File: src/rtl/usbh_cr_pkg.sv
package usbh_cr_pkg;
    localparam int PSW_W = 9;
    localparam int F_CCS = 0;
    localparam int F_CSC = 1;
    localparam int F_EN  = 2;
    localparam int F_PEC = 3;
    localparam int F_LS  = 8;

    typedef enum logic {P_WAIT, P_LIVE} port_st_e;

    typedef struct packed {
        logic run;
        logic hcr;
        logic gr;
        logic halted;
    } cmd_state_t;
endpackage

File: src/rtl/usbh_cmd_core.sv
module usbh_cmd_core
    import usbh_cr_pkg::*;
(
    input  logic       clk,
    input  logic       rst_n,
    input  logic       wr,
    input  logic [2:0] wdata,
    input  logic       busy,
    input  logic       fatal,
    output cmd_state_t st
);
    cmd_state_t d, q;

    always_comb begin
        d = q;
        if (q.gr || q.hcr) begin
            d.run    = 1'b0;
            d.hcr    = 1'b0;
            d.halted = 1'b1;
            if (wr) d.gr = wdata[2];
        end else begin
            if (wr) begin
                d.gr  = wdata[2];
                d.hcr = wdata[1] & ~wdata[2];
                d.run = wdata[0] & ~wdata[2];
            end
            if (fatal) d.run = 1'b0;
            d.halted = q.run ? 1'b0 : (q.halted | ~busy);
        end
    end

    always_ff @(posedge clk or negedge rst_n) begin
        if (!rst_n) q <= '{run: 1'b0, hcr: 1'b0, gr: 1'b0, halted: 1'b1};
        else        q <= d;
    end

    assign st = q;
endmodule

File: src/rtl/usbh_port_fsm.sv
module usbh_port_fsm
    import usbh_cr_pkg::*;
#(
    parameter int DETECT_TICKS = 64
) (
    input  logic             clk,
    input  logic             rst_n,
    input  logic             clr,
    input  logic             vdisc,
    input  logic             tick,
    input  logic             attach,
    input  logic             lowspd,
    input  logic             wr,
    input  logic [PSW_W-1:0] wdata,
    output logic [PSW_W-1:0] stat
);
    localparam int CW = $clog2(DETECT_TICKS + 1);

    typedef struct packed {
        port_st_e        st;
        logic [CW-1:0]   cnt;
        logic            ccs;
        logic            csc;
        logic            en;
        logic            pec;
        logic            ls;
    } port_t;

    port_t d, q;

    always_comb begin
        d = q;
        if (clr) begin
            d = '0;
        end else if (vdisc) begin
            d.st  = P_WAIT;
            d.cnt = '0;
            d.ccs = 1'b0;
            d.en  = 1'b0;
            d.ls  = 1'b0;
            d.csc = 1'b1;
            d.pec = 1'b1;
        end else begin
            if (wr) begin
                if (wdata[F_CSC]) d.csc = 1'b0;
                if (wdata[F_PEC]) d.pec = 1'b0;
                d.en = wdata[F_EN] & q.ccs;
            end
            if (q.st == P_WAIT) begin
                if (tick) begin
                    if (q.cnt == CW'(DETECT_TICKS - 1)) begin
                        d.st  = P_LIVE;
                        d.cnt = '0;
                        d.ccs = attach;
                        d.ls  = attach & lowspd;
                        if (attach) d.csc = 1'b1;
                    end else begin
                        d.cnt = q.cnt + 1'b1;
                    end
                end
            end else begin
                d.ccs = attach;
                d.ls  = attach & lowspd;
                if (attach != q.ccs) d.csc = 1'b1;
                if (!attach && q.en) begin
                    d.en  = 1'b0;
                    d.pec = 1'b1;
                end
            end
        end
    end

    always_ff @(posedge clk or negedge rst_n) begin
        if (!rst_n) q <= '0;
        else        q <= d;
    end

    always_comb begin
        stat        = '0;
        stat[F_CCS] = q.ccs;
        stat[F_CSC] = q.csc;
        stat[F_EN]  = q.en;
        stat[F_PEC] = q.pec;
        stat[F_LS]  = q.ls;
    end
endmodule

File: src/rtl/usbh_cmd_reset_ctrl.sv
module usbh_cmd_reset_ctrl
    import usbh_cr_pkg::*;
#(
    parameter int NUM_PORTS    = 2,
    parameter int DETECT_TICKS = 64,
    localparam int PSEL_W      = (NUM_PORTS > 1) ? $clog2(NUM_PORTS) : 1
) (
    input  logic                       clk,
    input  logic                       rst_n,
    input  logic                       cmd_wr,
    input  logic [2:0]                 cmd_wdata,
    input  logic                       port_wr,
    input  logic [PSEL_W-1:0]          port_sel,
    input  logic [PSW_W-1:0]           port_wdata,
    input  logic                       xact_busy,
    input  logic                       err_consist,
    input  logic                       err_bus,
    input  logic                       bit_tick,
    input  logic [NUM_PORTS-1:0]       dev_attach,
    input  logic [NUM_PORTS-1:0]       dev_lowspd,
    output logic [2:0]                 cmd_rdata,
    output logic                       halted,
    output logic [PSW_W*NUM_PORTS-1:0] port_rdata,
    output logic                       bus_greset,
    output logic                       sched_en
);
    cmd_state_t cst;

    usbh_cmd_core u_core (
        .clk   (clk),
        .rst_n (rst_n),
        .wr    (cmd_wr),
        .wdata (cmd_wdata),
        .busy  (xact_busy),
        .fatal (err_consist | err_bus),
        .st    (cst)
    );

    for (genvar i = 0; i < NUM_PORTS; i++) begin : g_port
        usbh_port_fsm #(.DETECT_TICKS(DETECT_TICKS)) u_port (
            .clk    (clk),
            .rst_n  (rst_n),
            .clr    (cst.gr),
            .vdisc  (cst.hcr),
            .tick   (bit_tick),
            .attach (dev_attach[i]),
            .lowspd (dev_lowspd[i]),
            .wr     (port_wr && (port_sel == PSEL_W'(i))),
            .wdata  (port_wdata),
            .stat   (port_rdata[PSW_W*i +: PSW_W])
        );
    end

    assign cmd_rdata  = {cst.gr, cst.hcr, cst.run};
    assign halted     = cst.halted;
    assign bus_greset = cst.gr;
    assign sched_en   = cst.run & ~cst.hcr & ~cst.gr;
endmodule

File: config.mk
export PLATFORM = sky130hd
export DESIGN_NAME = usbh_cmd_reset_ctrl
export DESIGN_NICKNAME = d
export VERILOG_FILES = /design/src/rtl/usbh_cr_pkg.sv /design/src/rtl/usbh_cmd_core.sv /design/src/rtl/usbh_port_fsm.sv /design/src/rtl/usbh_cmd_reset_ctrl.sv
export SDC_FILE = /design/constraint.sdc
export NUM_CORES = 1
export LEC_CHECK = 0
export ABC_AREA = 0
export BUFFER_PORTS_ARGS = -buffer_cell sky130_fd_sc_hd__clkbuf_2
export CAP_MARGIN = 25
export CORE_UTILIZATION = 35
export CTS_CLUSTER_DIAMETER = 100
export CTS_CLUSTER_SIZE = 40
export DETAILED_ROUTE_END_ITERATION = 6
export GPL_TIMING_DRIVEN = 0
export PLACE_DENSITY_LB_ADDON = 0.05
export SETUP_SLACK_MARGIN = 0.5
export SYNTH_ARGS = -nofsm -noshare
export SYNTH_HDL_FRONTEND = slang
export SYNTH_SLANG_ARGS = --single-unit
File: constraint.sdc
create_clock -name clk -period 1.95 [get_ports clk]
set_clock_uncertainty 0.05 [all_clocks]
set_input_delay 0.39 -clock clk [delete_from_list [all_inputs] [get_ports clk]]
set_output_delay 0.39 -clock clk [all_outputs]
set_load 0.02 [all_outputs]
==> results of run 1 <==
[path summary, 6_finish.rpt]
| check | cells past startpoint | end | from |
|---|---|---|---|
| min in group clk | 2 | u_core.st[3]$_DFFE_PN0P_ | err_consist |
| worst min register to register | 1 | u_core.st[0]$_DFF_PN1_ | u_core.st[3]$_DFFE_PN0P_ |
| worst max-delay path | 5 | sched_en | u_core.st[1]$_DFFE_PN0P_ |
| max in group asynchronous | 1 | u_core.st[2]$_DFFE_PN0P_ | rst_n |
| worst max register to register | 5 | g_port[1].u_port.q[8]$_DFFE_PN0P_ | u_core.st[1]$_DFFE_PN0P_ |
| worst min-delay path | 1 | g_port[1].u_port.q[9]$_DFFE_PN0P_ | rst_n |
[metrics by stage]
stage | cell area [um^2] | utilization | worst slack, ps | total power [uW] | hold slack, ps
after floorplan | 1728 | - | 461.9 | 790.5 | 44.41
after global placement | 1958 | 0.4376 | 266.4 | 857.8 | 430.8
after detailed placement | 1958 | 0.4376 | 262.8 | 862.4 | 443.5
after CTS | 2216 | 0.4952 | 207.0 | 1522 | 157.8
after global routing | 2362 | 0.5280 | 208.9 | 1607 | 190.5
final | 2362 | 0.5280 | 253.1 | 1540 | 122.8
[power by group]
part           internal, uW  switching (uW)
Clock                   356             241
Sequential              640            13.4
Combinational           141             149
[worst max-delay path: stages (launching register included)]
cell and delay (ps):
dfrtp_2 410, buf_6 130, nor2_4 90, buf_6 110
and2_4 140, buf_8 100
[flip-flops by register name, indices dropped and copies added (netlist names)]
name,cells
g_port.u_port.stat,10
u_core.st,4
g_port.u_port.q,16
[cell usage after synthesis (2+ instances only)]
cell | number | share of area
a211oi_1 | 3 | 0.013
a21boi_0 | 3 | 0.013
a21oi_1 | 9 | 0.027
a311oi_1 | 4 | 0.021
a41oi_1 | 3 | 0.016
and2b_1 | 2 | 0.0089
and3b_1 | 4 | 0.021
buf_2 | 2 | 0.0060
buf_4 | 21 | 0.094
dfrtp_1 | 29 | 0.43
ha_1 | 2 | 0.015
inv_1 | 4 | 0.0089
mux2i_1 | 5 | 0.030
nand2_1 | 14 | 0.031
nand2b_1 | 3 | 0.011
nand3_1 | 7 | 0.021
nand3b_1 | 5 | 0.022
nor2_1 | 8 | 0.018
nor2b_1 | 2 | 0.0074
nor3_1 | 2 | 0.0060
o21ai_0 | 7 | 0.021
o21bai_1 | 2 | 0.0089
o22ai_1 | 4 | 0.015
or3_1 | 2 | 0.0074
xor2_1 | 2 | 0.010
[layout make-up]
class	count	area (um^2)
fill	393	2112
multi-input combinational	118	894.6
sequential	30	754.5
timing repair buffer	47	311.5
buffer	25	211.5
clock buffer	8	110.1
tap	52	65.06
inverter	4	15.01
[per-layer routing]
metal	part of all wire	up-vias	GRT usage
met5	0	-	0
met4	0.013	0	0.08444
met3	0.057	5	0.04360
met2	0.47	42	0.2804
met1	0.46	696	0.2122
li1	-	709	-
[logic make-up (layout without fill, tap and decap cells)]
group,after synthesis,in the layout,synth area share
AO/OA/AOI/OAI,42,42,0.1748
XOR/XNOR,2,2,0.01042
adder cells (fa/ha/maj),2,2,0.01488
buffers and inverters,29,84,0.1176
flip-flops,30,30,0.4472
multiplexers,6,6,0.03646
other,1,8,0.002230
AND/OR/NAND/NOR,58,58,0.1964
[timing repair]
item,4_1_cts,5_1_grt
buffers inserted,8,5
endpoints found under the setup margin,22,25
pin swaps,2,3
resized for setup,15,25
cloned,1,0
==> flow_summary.yaml, run 1 <==
power_and_ir_drop:
  vdd_drop_max_mv: 0.3418
  p_leak_uw: 0.001166
  cellPowerDensity_nw_per_um2: 651.9
global_route:
  grt_first_pass_wirelength_mm: 6.699
  grt_max_degree: 31
  grt_overflow: 0
  grt_pass1_vias: 1441
  grt_util_all_layers: 0.1719
  antenna_found_initial: 0
layout:
  drive_above_1_share: 0.4741
  syn2layout_area_growth_pct: 40.48
  layout_commonest_cell: "buf_4"
  antenna_cells: 0
  fin_nets: 258
  fin_cells: 284
  final_cell_mix: "33 x buf_4, 31 x clkbuf_2, 27 x dfrtp_1"
timing:
  period_needed_ps: 1697
  slew_headroom: 0.4780
  setup_viol: 0
  finalCritPeriodShare: 0.8702
  worst_slew_pin_slew_ps: 783.0
  rsz0062_at_grt: "true"
  slew_violations: 0
  hold_viol_final: 0
  fin_tns_setup_ps: 0
  max_freq_mhz: 589.3
clock_tree:
  clock-sinks: 30
  cts_root_buf: "clkbuf_8"
  htree_levels: 2
  cts_buffer_depth: 2
  cts-buffers-inserted: 5
  clkLatencyLatePin_ps: 280
  clkTransAtPathRegs_ps: 70
  ctsHoldBuffers: 0
  cts_tree: "yes"
placed_design:
  gp_congestion: 0.7557
  port_buffers: 33
  placed_cells: 262
  dp_hpwl_mm: 2.643
floorplan:
  start_util: 0.3758
  die_x_um: 71.32
  rows: 24
  floorplan.die.height_um: 71.32
  die_area_um2: 5086
  design.core.area_um2: 4474
  io_pins: 49
routing:
  antenna_left: 0
  drtPass1Iterations: 6
  drc: 4
  drt_iter0_drc: 49
  wirelength_mm: 4.050
  wire_per_inst_um: 14.26
  viasPerCell: 5.113
  via_count: 1452
synth:
  synth_edf_count: 0
  syn-cell-area_um2: 1682
  ys_types: 46
  ys_warn_count: 0
  async_flop_share: 1.000
  synth_flop_cell: "dfrtp_1"
  ys_seq_elements: 30
  ys_seq_area_frac: 0.4472
  syn_area_per_cell_um2: 9.892
  syn_inst: 170
setup_path:
  end_kind: "primary output"
  reg2reg_slack_ps: 430
  crit_path_start_kind: "flip-flop"
  crit_arrival_ps: 1260
  cp.required_ps: 1510
  critPathKind: "reg2out"
  critPathMaxFanout: 2
run:
  maxCapViolations: 0
run_status:
  run_status: "finished with violations"
  violations: "DRC"
worst_hold_path:
  hold_class: "in2async"
(Power assumes the default switching activity.)
==> run 2, diff against run 1 <==
- ABC_AREA: 0 -> 1
- ABC_CLOCK_PERIOD_IN_PS: not set -> 1950
==> run 2 against run 1 <==
- the run still ends with DRC left
- cell count grew 12%
- hold slack better by 12 ps
- die area decreased by 0.14%
- setup slack improved by 210 ps
- final area decreased by 9.0%
- core utilization decreased by 4.8 points
- via count fell by 3.0%
- global-route usage shrank 1.8 points
- synthesized area is 0.15% lower
- total power shrank 6.3%
- register-to-register slack gained 80 ps
==> flow_summary.yaml, run 2 <==
routing:
  wirelength_mm: 3.527
  via_count: 1408
  viasPerCell: 4.442
  drc: 7
  drtPass1Iterations: 6
  wire_per_inst_um: 11.13
  antenna_left: 0
  drt_iter0_drc: 45
floorplan:
  rows: 24
  io_pins: 49
  die_x_um: 71.27
  die_area_um2: 5079
  floorplan.die.height_um: 71.27
  start_util: 0.3753
  design.core.area_um2: 4474
power_and_ir_drop:
  vdd_drop_max_mv: 0.3073
  p_leak_uw: 0.001140
  power_uw: 1444
  cellPowerDensity_nw_per_um2: 671.6
clock_tree:
  cts_buffer_depth: 2
  clock-sinks: 30
  clkLatencyLatePin_ps: 280
  htree_levels: 2
  cts_tree: "yes"
  cts-buffers-inserted: 5
  ctsHoldBuffers: 0
  clkTransAtPathRegs_ps: 60
  cts_root_buf: "clkbuf_8"
setup_path:
  slowest_stage: "dfrtp_2"
  crit_arrival_ps: 1050
  critPathMaxFanout: 4
  r2r_cells: 8
  critPathKind: "reg2out"
  reg2reg_slack_ps: 510
  end_kind: "primary output"
  r2r_end: "g_port[1].u_port.q[9]$_DFFE_PN0P_"
  cp.required_ps: 1510
  path_cells: "buf_6 -> buf_6 -> buf_8"
  max_stage_delay_ps: 410
  crit_path_start_kind: "flip-flop"
  cpMostUsedCell: "buf_6"
  r2r-start: "u_core.st[1]$_DFFE_PN0P_"
timing:
  finalCritPeriodShare: 0.7625
  fin_tns_setup_ps: 0
  setup_viol: 0
  hold_viol_final: 0
  period_needed_ps: 1487
  max_freq_mhz: 672.6
  slew_headroom: 0.4821
  rsz0062_at_grt: "true"
  slew_violations: 0
  worst_slew_pin_slew_ps: 776.9
synth:
  yosysTopAreaCell: "dfrtp_1"
  ys_seq_area_frac: 0.4478
  synth_most_common_cell: "nand2_1"
  syn_area_per_cell_um2: 8.073
  synth_common_cells: "37 x nand2_1, 29 x dfrtp_1, 29 x inv_1"
  synth_flop_cell: "dfrtp_1"
  async_flop_share: 1.000
  yosysTopAreaCellShare: 0.4322
  synth_edf_count: 0
  syn-cell-area_um2: 1679
  ys_types: 27
  ys_warn_count: 0
  ys_seq_elements: 30
  synth_area_leaders: "dfrtp_1 43%, buf_4 9.4%, nand2_1 8.3%"
  syn_inst: 208
worst_hold_path:
  hold_class: "in2async"
layout:
  syn2layout_area_growth_pct: 28.02
  antenna_cells: 0
  largest_reg_flops: 16
  drive_above_1_share: 0.3283
  regMostFlops: "g_port.u_port.q"
  fin_nets: 292
  final_cell_mix: "36 x nand2_1, 31 x clkbuf_2, 28 x inv_1, 28 x dfrtp_1, 27 x buf_4"
  layout_commonest_cell: "nand2_1"
run:
  maxCapViolations: 0
global_route:
  grt_pass1_vias: 1325
  grt_first_pass_wirelength_mm: 6.030
  antenna_found_initial: 0
  grt_max_degree: 31
  grt_util_all_layers: 0.1538
  grt_overflow: 0
placed_design:
  port_buffers: 34
  gp_congestion: 0.7526
  dp_hpwl_mm: 2.545
run_status:
  run_status: "finished with violations"
  violations: "DRC"
run 2: changes by cell type after synthesis, sizes merged, moves of 5 or more:
cell,change
inv,+27
nand2,+23
nor2,+16
a21oi,+8
o21ai,+7
mux2i,-5
nand3b,-5
run 2: repair_timing:
item,4_1_cts,5_1_grt
pin swaps,0,1
hold endpoints to repair,0,0
gates resized for setup,10,8
gates cloned,0,0
buffers inserted,6,3
setup endpoints to repair,2,20
run 2: metrics by stage:
step	util	instance area, um^2	setup WS [ps]	cells	hold slack (ps)
2_1_floorplan	-	1705	560.4	215	44.41
3_3_place_gp	0.4337	1941	507.6	301	421.7
3_5_place_dp	0.4337	1941	511.6	301	426.0
4_1_cts	0.4718	2111	434.3	314	154.6
5_1_grt	0.4804	2150	391.8	317	191.2
6_report	0.4804	2150	463.1	317	134.9
run 2: kinds of logic (layout without fill, tap and decap cells):
family | count (synthesis) | in the layout | share of synthesized area
AND/OR/NAND/NOR | 78 | 78 | 0.2079
buffers and inverters | 53 | 103 | 0.1699
AO/OA/AOI/OAI | 38 | 38 | 0.1259
flip-flops | 30 | 30 | 0.4478
XOR/XNOR | 6 | 6 | 0.03130
adder cells (fa/ha/maj) | 2 | 2 | 0.01490
other | 1 | 8 | 0.002233
run 2: worst max-delay path by stage:
stage,from,endpoint,slack (ps)
global route,u_core.st[1]$_DFFE_PN0P_,g_port[1].u_port.q[7]$_DFFE_PN0P_,390
finish,u_core.st[2]$_DFFE_PN0P_,cmd_rdata[1],460
detailed placement,u_core.st[2]$_DFFE_PN0P_,sched_en,510
global placement,u_core.st[2]$_DFFE_PN0P_,sched_en,510
CTS,u_core.st[2]$_DFFE_PN0P_,cmd_rdata[1],430
floorplan,u_core.st[1]$_DFFE_PN0P_,sched_en,560
run 2: power breakdown:
part	internal, uW	switching [uW]	total, uW
Combinational	130	156	285
Clock	245	215	460
Sequential	664	34.5	698
run 2: layout make-up:
| class | count | area (um^2) |
|---|---|---|
| Tap cell | 52 | 65.06 |
| Clock buffer | 7 | 76.32 |
| Inverter | 31 | 116.4 |
| Buffer | 22 | 172.7 |
| Timing Repair Buffer | 43 | 280.3 |
| Multi-Input combinational cell | 132 | 685.7 |
| Fill cell | 476 | 2325 |
| Sequential cell | 30 | 753.2 |
run 2: routing by layer:
metal / global-route usage / up-vias / part of all wire
li1: - / 749 / -
met1: 0.1846 / 622 / 0.47
met2: 0.2635 / 32 / 0.47
met3: 0.04501 / 5 / 0.049
met4: 0.05333 / 0 / 0.012
met5: 0 / - / 0
run 2: worst max-delay path: cells and delay by family (launching register included):
kind                   cells  cell delay, ps
buffers and inverters      3             350
flip-flops                 1             410
==> run 3, diff against run 2 <==
- ABC_AREA: 1 -> 0
- ABC_CLOCK_PERIOD_IN_PS: 1950 -> 1500
- clock period: 1.95 -> 1.5 ns (I/O delays scaled with it)
==> run 3 against run 2 <==
- the run ends with DRC, setup timing left
- global-route usage rose by 3.3 points
- wire length grew 28%
- flip-flop and latch count stayed put
- hold slack worse by 80 ps
- combinational power rose by 77%
- total power grew 39%
- non-clock buffer count increased by 24
- sequential share of layout area fell by 8.0 points
- clock power up 44%
- clock-buffer cell count stayed put
- critical path depth is 2 higher
- first-iteration DRC count shrank 11%
- highest routed layer unchanged
==> flow_summary.yaml, run 3 (same netlist as run 1, synthesis figures left out) <==
run_status:
  run_status: "finished with violations"
  violations: "DRC, setup timing"
timing:
  setup_viol: 16
  hold_ws_ps: 54.51
  max_freq_mhz: 624.7
  slew_headroom: 0.4671
  slew_violations: 0
  fin_tns_setup_ps: -585.6
  worst_slew_pin_slew_ps: 799.4
  finalCritPeriodShare: 1.067
  setup_ws_ps: -100.7
  period_needed_ps: 1601
  rsz0062_at_grt: "true"
  hold_viol_final: 0
floorplan:
  die_area_um2: 5086
  rows: 24
  design.core.area_um2: 4474
  floorplan.die.height_um: 71.32
  start_util: 0.3758
  die_x_um: 71.32
  io_pins: 49
layout:
  drive_above_1_share: 0.5622
  largest_reg_flops: 16
  layout_commonest_cell: "buf_4"
  antenna_cells: 0
  regMostFlops: "g_port.u_port.q"
  fin_cells: 301
  nFillCells: 359
  syn2layout_area_growth_pct: 66.07
  fin_nets: 275
  final_cell_mix: "31 x buf_4, 26 x dfrtp_1, 20 x buf_6"
  fin_area_um2: 2793
worst_hold_path:
  hold_class: "in2async"
global_route:
  grt_pass1_vias: 1546
  grt_max_degree: 31
  antenna_found_initial: 0
  grt_first_pass_wirelength_mm: 7.272
  grt_overflow: 0
  grt_util_all_layers: 0.1863
power_and_ir_drop:
  vdd_drop_max_mv: 0.5387
  cellPowerDensity_nw_per_um2: 720.6
  p_leak_uw: 0.001304
setup_path:
  critPathMaxFanout: 2
  end_kind: "primary output"
  cp.required_ps: 1150
  crit_arrival_ps: 1250
  crit_path_start_kind: "flip-flop"
  critPathKind: "reg2out"
routing:
  drtPass1Iterations: 6
  drc: 4
  drt_iter0_drc: 40
  viasPerCell: 5.199
  antenna_left: 0
  via_count: 1565
  wirelength_mm: 4.501
  wire_per_inst_um: 14.95
run:
  maxCapViolations: 0
clock_tree:
  htree_levels: 2
  cts_root_buf: "clkbuf_8"
  cts-buffers-inserted: 5
  cts_tree: "yes"
  clkTransAtPathRegs_ps: 60
  cts_buffer_depth: 2
  clkLatencyLatePin_ps: 270
  clock-sinks: 30
placed_design:
  placed_cell_area_um2: 2058
  placed_cells: 262
  dp_hpwl_mm: 2.799
  port_buffers: 33
  gp_congestion: 0.8030
run 3: final timing paths:
check                      slack, ps                               start  cells after the start                                 end
max                             -100            u_core.st[1]$_DFFE_PN0P_                      5                            sched_en
min                               50                               rst_n                      1  g_port[0].u_port.stat[3]$_DFF_PN0_
max reg2reg                      -50            u_core.st[1]$_DFFE_PN0P_                      7   g_port[0].u_port.q[5]$_DFFE_PN0P_
min reg2reg                      480  g_port[1].u_port.q[11]$_DFFE_PN0P_                      1  g_port[1].u_port.q[11]$_DFFE_PN0P_
max in group asynchronous        790                               rst_n                      1    g_port[0].u_port.q[12]$_DFF_PN0_
min in group clk                 160                        cmd_wdata[2]                      2            u_core.st[2]$_DFFE_PN0P_
run 3: metal layers:
layer  global-route usage  vias to the layer above  share of wire
met1               0.2140                      767           0.41
met3              0.04360                        6          0.037
li1                     -                      750              -
met2               0.3365                       42           0.53
met5                    0                        -              0
met4              0.06889                        0          0.018
run 3: timing repair:
item,in CTS,in global routing
setup endpoints to repair,45,46
cloned,3,0
pin swaps,8,5
gates resized for setup,62,35
buffers inserted,21,7
hold buffers,0,0
run 3: layout make-up:
cell class,instances,area (um^2),share of cell area
Buffer,25,255.2,0.09140
Clock buffer,7,86.33,0.03091
Clock inverter,1,5.005,0.001792
Inverter,4,15.01,0.005376
Multi-Input combinational cell,118,993.5,0.3557
Sequential cell,30,755.7,0.2706
Tap cell,52,65.06,0.02330
Timing Repair Buffer,64,616.8,0.2209
run 3: through the flow:
stage            util  power, uW  setup slack, ps
5_1_grt        0.6242       2116           -133.3
2_1_floorplan       -       1057            125.8
3_3_place_gp   0.4600       1148            42.27
6_report       0.6242       2012           -100.7
3_5_place_dp   0.4600       1152            15.19
4_1_cts        0.5859       1989           -150.6
run 3: worst max-delay path: stages, from the launching register on:
cell and delay [ps]:
dfrtp_2 410, buf_6 130, nor2_4 100, buf_6 110, and2_4 140, buf_8 100
run 3: where the power goes:
group,leakage (uW),total [uW],switching (uW),internal [uW]
sequential,0.000406,848,15.9,832
clock,0.0000482,661,291,370
combinational,0.000850,504,237,267
total,0.00130,2010,544,1470
